## src/rtl/lookahead_addsub_slice.sv

```systemverilog
module lookahead_addsub_slice #(
  parameter int W = 4
) (
  input  logic [W-1:0] a_in,
  input  logic [W-1:0] b_in,
  input  logic         sub_sel,
  input  logic         inv_en,
  input  logic         carry_in,
  output logic [W-1:0] sum_out,
  output logic         carry_out
);

  logic [W-1:0] b_eff;
  logic [W-1:0] gen;
  logic [W-1:0] prop;
  logic [W:0]   cy;

  assign b_eff = b_in ^ {W{sub_sel & inv_en}};
  assign gen   = a_in & b_eff;
  assign prop  = a_in | b_eff;

  // each carry is a flat sum of products over all lower bit pairs
  always_comb begin
    cy    = '0;
    cy[0] = carry_in;
    for (int k = 1; k <= W; k++) begin
      logic acc;
      logic pall;
      acc  = 1'b0;
      pall = 1'b1;
      for (int j = W - 1; j >= 0; j--) begin
        if (j < k) begin
          acc  = acc | (pall & gen[j]);
          pall = pall & prop[j];
        end
      end
      cy[k] = acc | (pall & carry_in);
    end
  end

  assign sum_out   = a_in ^ b_eff ^ cy[W-1:0];
  assign carry_out = cy[W];

endmodule

```

## config.mk

```make
export PLATFORM = sky130hd
export DESIGN_NAME = lookahead_addsub_slice
export DESIGN_NICKNAME = d
export VERILOG_FILES = /design/src/rtl/lookahead_addsub_slice.sv
export SDC_FILE = /design/constraint.sdc
export NUM_CORES = 1
export LEC_CHECK = 0
export BUFFER_PORTS_ARGS = -buffer_cell sky130_fd_sc_hd__buf_2
export CORE_AREA = 2 2 39 41
export DETAILED_ROUTE_END_ITERATION = 16
export DIE_AREA = 0 0 41 43
export GPL_TIMING_DRIVEN = 0
export MAX_ROUTING_LAYER = met4
export SLEW_MARGIN = 20
export SYNTH_ARGS = -nofsm -noshare
export SYNTH_HDL_FRONTEND = slang
export SYNTH_SLANG_ARGS = --single-unit
```

## constraint.sdc

```tcl
create_clock -name vclk -period 3.15
set_clock_uncertainty 0.05 [all_clocks]
set_input_delay 0.63 -clock vclk [all_inputs]
set_output_delay 0.63 -clock vclk [all_outputs]
set_load 0.005 [all_outputs]
```

Word level (Yosys, flattened, before mapping)
Index checks and enable logic that the tools add are counted.
Widths: inputs -> output; s select.

cells by class
  bitwise operators = 32

operators with widths
  kind         count
  $and 1x1->1  17
  $xor 4x4->4  3
  $or 1x1->1   10
  $and 4x4->4  1
  $or 4x4->4   1

storage, ports and cells
  register bits = 0

Logic depth before layout (Yosys ltp)
Gate-level depths: netlist of run 1.

  word-level depth = 8
  depth in mapped cells = 7
  depth with buffers taken out = 7

Least setup slack after synthesis of run 1
No wires, ideal clock.

  path kind = input to output
  start point = in sub_sel
  end point = out sum_out[3]
  path buffers = 0
  data arrival time = 2035 ps
  stages on the path = 7
  slack = 435 ps
  cell sequence = nand2_1 > xnor2_1 > inv_1 > ha_1 > nand2b_4 > a311o_1 > a211oi_1

on the way
  cells in the longest elaborated chain, start to end = 8
  elaborated cells on any way between the ends = 14

ends and longest elaborated chain
  item                                              line    RTL
  start, declared                                   6       input logic sub_sel,
  $and 1x1->1 (*)                                   18      assign b_eff = b_in ^ {W{sub_sel & inv_en}};
  $xor 4x4->4 (*)                                   18
  $or 4x4->4 / $and 4x4->4 (equally long branches)  20, 19
  $and 1x1->1, on equally long branches             33, 34
  $or 1x1->1 (tied with other cells)                33      acc = acc | (pall & gen[j]);
  $or 1x1->1 / $and 1x1->1 (equally long branches)  33, 37
  $or 1x1->1                                        37      cy[k] = acc | (pall & carry_in);
  $xor 4x4->4 (*)                                   41      assign sum_out = a_in ^ b_eff ^ cy[W-1:0];
  end, declared                                     9       output logic [W-1:0] sum_out,

Mark *: on every way between the ends. The rest lies on a longest branch, timed or not.

Final worst setup path of run 1
Same ends and word-level chain as after synthesis.

==> results of run 1 <==
path summary, 6_finish.rpt:
kind / endpoint / depth (start not counted) / from / slack, ns
max: sum_out[3] / 9 / sub_sel / 0.21
min: sum_out[0] / 3 / carry_in / 1.59
layer usage:
layer	vias to the layer above	GRT usage, %	wire length, um	part of all wire, %
li1	160	-	-	-
met5	-	-	0	0
met1	135	9.18	211	41
met3	0	0	18	3.5
met2	5	13.8	289	56
met4	0	0	0	0
power groups by stage:
stage                     Clock [W]  Combinational, W  Sequential [W]
after floorplan                   0         0.0000466               0
final                             0         0.0000750               0
after detailed placement          0         0.0000750               0
after global routing              0         0.0000869               0
after global placement            0         0.0000743               0
after CTS                         0         0.0000756               0
kinds of logic (layout without fill, tap and decap cells):
group | Yosys count | after routing | synth area share, %
compound gates | 6 | 6 | 13.9
xor+xnor | 6 | 6 | 16.7
fa+ha+maj | 10 | 10 | 42.1
buf+inv | 11 | 27 | 13.1
simple gates | 8 | 8 | 14.3
stage by stage:
| step | worst slack, ns | instance area [sq um] | util, % |
|---|---|---|---|
| 5_1_grt | 0.0938 | 423 | 30.6 |
| 3_5_place_dp | 0.0738 | 415 | 30.0 |
| 3_3_place_gp | 0.118 | 415 | 30.0 |
| 6_report | 0.212 | 423 | 30.6 |
| 4_1_cts | 0.0772 | 415 | 30.0 |
| 2_1_floorplan | 0.435 | 315 | - |
placed cells by master, fill, tap and decap left out:
cell       synthesis  final
xnor2_2            0      1
xor2_1             2      2
nor2_1             3      3
fa_1               1      1
ha_1               9      9
nor2b_1            2      2
nand2_1            2      2
nand2b_4           1      1
inv_1             11     11
a2111oi_0          1      1
buf_2              0     16
xnor2_1            4      3
a211oi_1           1      1
o31ai_1            1      1
a311o_1            1      1
a21oi_1            2      2
cell usage after synthesis, drive strengths merged:
cell type,number
o31ai,1
nand2,2
xnor2,4
nand2b,1
nor2b,2
a2111oi,1
inv,11
fa,1
a311o,1
nor2,3
xor2,2
ha,9
a21oi,2
a211oi,1
final cells by class:
class | count | area [sq um] | share of cell area [%]
Inverter | 11 | 41.3 | 9.76
Multi-Input combinational cell | 30 | 282 | 66.6
Tap cell | 16 | 20.0 | 4.73
Timing Repair Buffer | 16 | 80.1 | 18.9
critical path, stage by stage:
cell	delay, ns
buf_2	0.08
nand2_1	0.16
xnor2_2	0.27
inv_1	0.07
ha_1	0.18
nand2b_4	0.14
a311o_1	0.37
a211oi_1	0.20
buf_2	0.15
==> impl_metrics.py, run 1 <==
metrics = {
    "logic_synthesis": {
        "synthesis.area_sq_um": 315,
        "syn-mean-instance-area_sq_um": 7.69,
        "synth_warnings": 0,
        "syn_inst": 41,
        "synth_top_area_cell": "ha_1",
        "synth.area.top_cells": "ha_1 36%, inv_1 13%, xnor2_1 11%",
        "synth_top_cell_area_share_pct": 35.7,
        "seq_area_frac_synth_pct": 0,
        "synth_fp_nets": 62,
        "ys_types": 14,
    },
    "sta": {
        "setup_viol": 0,
        "max_slew_margin_pct": 72.7,
        "whs_ns": 1.59,
        "hold_viol_final": 0,
        "tightest_slew_ns": 0.399,
        "fmax_ghz": 0.340,
        "finalSetupTns_ns": 0,
        "drv_slew": 0,
        "fin_crit_sh_pct": 93.3,
        "grt_setup_unrepaired": "false",
        "fin_crit_ns": 2.94,
    },
    "power": {
        "p_switching_w": 0.0000362,
        "peakVddDrop_mv": 0.0709,
        "power_density_nw_per_um2": 177,
        "pwr-share-comb_pct": 100.0,
        "p_leak_nw": 0.247,
        "report.power.total_w": 0.0000750,
        "internal_power_w": 0.0000387,
        "seq_power_share_pct": 0,
        "swShare_pct": 48.3,
        "clockPowerShare_pct": 0,
    },
    "setup_path": {
        "crit_arrival_ns": 2.26,
        "crit_path_end_kind": "output port",
        "critPathKind": "in -> out",
        "cp_max_fo": 4,
        "worst-endpoint-required_ns": 2.47,
        "worst_setup_path_start_kind": "primary input",
    },
    "grt": {
        "grt_max_degree": 5,
        "grt.total_usage_pct": 7.47,
        "antenna_found_initial": 0,
        "grt_pass1_wl_um": 979,
        "grt_pass1_vias": 249,
        "gr-total-overflow": 0,
    },
    "final_layout": {
        "regArea_sq_um": 0,
        "seq_cells": 0,
        "nets": 80,
        "drive_above_1_share_pct": 31.6,
        "fill_cells": 158,
        "nClkBuffers": 0,
        "n_antenna_cell": 0,
        "areaGrowthSynthToFinish_pct": 34.1,
        "final_cells": 73,
    },
    "die": {
        "die-height_um": 43,
        "row_count": 14,
        "io_pins": 16,
        "initial_core_util_pct": 22.8,
        "dieWidth_um": 41,
        "die_area_sq_um": 1760,
        "core_sq_um": 1380,
    },
    "drt": {
        "drtIter0Drc": 3,
        "vias": 300,
        "drt_wl_total_um": 519,
        "post_drt_via_cell_ratio": 4.11,
        "drt_first_pass_iters": 2,
        "wl_per_cell_um": 7.11,
        "drc": 0,
        "ant_nets": 0,
    },
    "place": {
        "gp_congestion": 0.738,
        "hpwlAfterDp_um": 498,
        "io_buffers": 16,
        "place_inst": 73,
    },
    "clocking": {
        "holdBufCountCts": 0,
        "cts_resized": 0,
        "cts_setup_buffers": 0,
    },
    "status": {
        "status": "finished clean",
    },
    "flow_run": {
        "drv_cap": 0,
    },
    "worst_hold_path": {
        "min_path_type": "in -> out",
    },
}
Note: power is estimated with default switching activity, not from simulation.
==> inputs of run 2 (changes only) <==
--- a/config.mk
+++ b/config.mk
@@ -5,6 +5,7 @@
 export SDC_FILE = /design/constraint.sdc
 export NUM_CORES = 1
 export LEC_CHECK = 0
+export ABC_AREA = 1
 export BUFFER_PORTS_ARGS = -buffer_cell sky130_fd_sc_hd__buf_2
 export CORE_AREA = 2 2 39 41
 export DETAILED_ROUTE_END_ITERATION = 16
==> constraint.sdc (replaced) <==
create_clock -name vclk -period 3.3
set_clock_uncertainty 0.05 [all_clocks]
set_input_delay 0.66 -clock vclk [all_inputs]
set_output_delay 0.66 -clock vclk [all_outputs]
set_load 0.005 [all_outputs]
==> run 2 against run 1 <==
Net effect: sequential share of layout area unchanged; core utilization increased by 2.4 points; die area unchanged; global-route usage is 1.0 points higher; power grew 2.6%; area after synthesis is 13% higher; via count up 22%; hold slack improved by 0.081 ns; largest cell class unchanged; final cell count up 22%.
==> impl_metrics.py, run 2 <==
metrics = {
    "die": {
        "die-height_um": 43,
        "io_pins": 16,
        "initial_core_util_pct": 25.7,
        "dieWidth_um": 41,
        "row_count": 14,
        "core_sq_um": 1380,
        "die_area_sq_um": 1760,
    },
    "power": {
        "peakVddDrop_mv": 0.0514,
        "power_density_nw_per_um2": 169,
        "p_leak_nw": 0.287,
    },
    "logic_synthesis": {
        "seq_area_frac_synth_pct": 0,
        "synth_top_area_cell": "ha_1",
        "synthesis.area_sq_um": 355,
        "synth_fp_nets": 78,
        "ys_top_cells_by_count": "14 x inv_1, 9 x ha_1, 9 x nand2_1",
        "synth_warnings": 0,
        "yosysMostFrequentCell": "inv_1",
        "synth.area.top_cells": "ha_1 32%, inv_1 15%, xor2_1 12%",
        "ys_types": 11,
        "syn-mean-instance-area_sq_um": 6.23,
        "syn_inst": 57,
        "synth_top_cell_area_share_pct": 31.7,
    },
    "setup_path": {
        "critPathSlowestCell": "fa_1",
        "critPathKind": "in -> out",
        "slowest_delay_ns": 0.38,
        "crit_path_end_kind": "output port",
        "cp-startpoint": "sub_sel",
        "crit_arrival_ns": 1.87,
        "cp_cell_sequence": "buf_2, nand2_2, xor2_1, inv_1, fa_1, xor2_1, buf_2",
        "worst-endpoint-required_ns": 2.59,
        "cp_max_fo": 4,
        "worst_setup_path_start_kind": "primary input",
    },
    "final_layout": {
        "nets": 96,
        "areaGrowthSynthToFinish_pct": 28.2,
        "nClkBuffers": 0,
        "n_antenna_cell": 0,
        "regArea_sq_um": 0,
        "layout_common_cells": "16 x buf_2, 14 x inv_1, 9 x nand2_1, 9 x ha_1",
        "drive_above_1_share_pct": 26.0,
        "final_common_cell": "buf_2",
        "post-route-util_pct": 32.9,
        "seq_cells": 0,
    },
    "sta": {
        "max_slew_margin_pct": 88.3,
        "grt_setup_unrepaired": "false",
        "setup_viol": 0,
        "fin_crit_ns": 2.58,
        "drv_slew": 0,
        "fmax_ghz": 0.387,
        "tightest_slew_ns": 0.176,
        "fin_crit_sh_pct": 78.3,
        "hold_viol_final": 0,
        "finalSetupTns_ns": 0,
    },
    "clocking": {
        "cts_resized": 0,
        "holdBufCountCts": 0,
        "cts_setup_buffers": 0,
    },
    "drt": {
        "drt_wl_total_um": 685,
        "ant_nets": 0,
        "drtIter0Drc": 3,
        "wl_per_cell_um": 7.70,
        "post_drt_via_cell_ratio": 4.12,
        "drt_first_pass_iters": 2,
        "vias": 367,
        "drc": 0,
    },
    "worst_hold_path": {
        "holdPathEnd": "sum_out[0]",
        "hold_path_depth": 3,
        "hp-start": "carry_in",
        "min_path_type": "in -> out",
    },
    "grt": {
        "grt_pass1_vias": 288,
        "antenna_found_initial": 0,
        "gr-total-overflow": 0,
        "grt_pass1_wl_um": 1100,
        "grt_max_degree": 5,
        "grt.total_usage_pct": 8.52,
    },
    "flow_run": {
        "drv_cap": 0,
    },
    "status": {
        "status": "finished clean",
    },
    "place": {
        "io_buffers": 16,
        "hpwlAfterDp_um": 605,
        "gp_congestion": 0.766,
    },
}
-- run 2: cell types whose count changed in the layout (fill, tap and decap cells not counted), moves of 2 or more --
cell | before | now
nor2b_1 | 2 | 0
nand2_1 | 2 | 9
nand2_2 | 0 | 2
xor2_1 | 2 | 5
xnor2_1 | 3 | 0
nor2_1 | 3 | 6
nand4_1 | 0 | 3
nand3_1 | 0 | 6
inv_1 | 11 | 14
-- run 2: layer usage --
layer	GRT usage, %	share of wire [%]	vias up	routed length [um]
li1	-	-	206	-
met1	13.7	49	153	338
met2	12.5	46	8	315
met3	0	4.5	0	31
met4	0	0	0	0
met5	-	0	-	0
-- run 2: how the worst max path moves through the flow --
stage	end	slack [ns]	cells past startpoint
final	sum_out[1]	0.72	7
after global routing	sum_out[3]	0.60	11
after global placement	sum_out[3]	0.73	10
after CTS	sum_out[1]	0.69	7
after floorplan	sum_out[1]	1.0	5
after detailed placement	sum_out[1]	0.69	7
-- run 2: per-stage QoR --
step | setup WS [ns] | hold WS, ns | area, sq um | cells | power, W
6_report | 0.716 | 1.67 | 455 | 89 | 0.0000769
5_1_grt | 0.601 | 1.69 | 455 | 89 | 0.0000899
4_1_cts | 0.692 | 1.67 | 455 | 89 | 0.0000783
3_5_place_dp | 0.691 | 1.66 | 455 | 89 | 0.0000775
3_3_place_gp | 0.727 | 1.66 | 455 | 89 | 0.0000765
2_1_floorplan | 0.999 | 1.42 | 355 | 57 | 0.0000496
-- run 2: final cells by class --
| cell class | instances | area (sq um) |
|---|---|---|
| inverters | 15 | 56.3 |
| fillers | 164 | 928 |
| repair buffers | 16 | 80.1 |
| well taps | 16 | 20.0 |
| multi-input cells | 42 | 299 |
-- run 2: kinds of logic (layout without fill, tap and decap cells) --
family                     count (synthesis)  count (layout)  synth area share, %
and+or+nand+nor                           26              26                 33.1
buffers and inverters                     15              31                 15.8
adders and majority gates                 10              10                 37.3
xor gates and xnor gates                   5               5                 12.3
AOI/OAI and AO/OA                          1               1                 1.41
-- run 2: critical path: cells and delay by family --
| kind | cells | cell delay [ns] |
|---|---|---|
| adders and majority gates | 1 | 0.38 |
| xor gates and xnor gates | 2 | 0.36 |
| buffers and inverters | 3 | 0.33 |
| and+or+nand+nor | 1 | 0.13 |
-- run 2: where the power goes --
group          switching [W]  leakage, nW  internal (W)  total [W]
registers                  0            0             0          0
clock network              0            0             0          0
logic              0.0000412        0.287     0.0000357  0.0000769
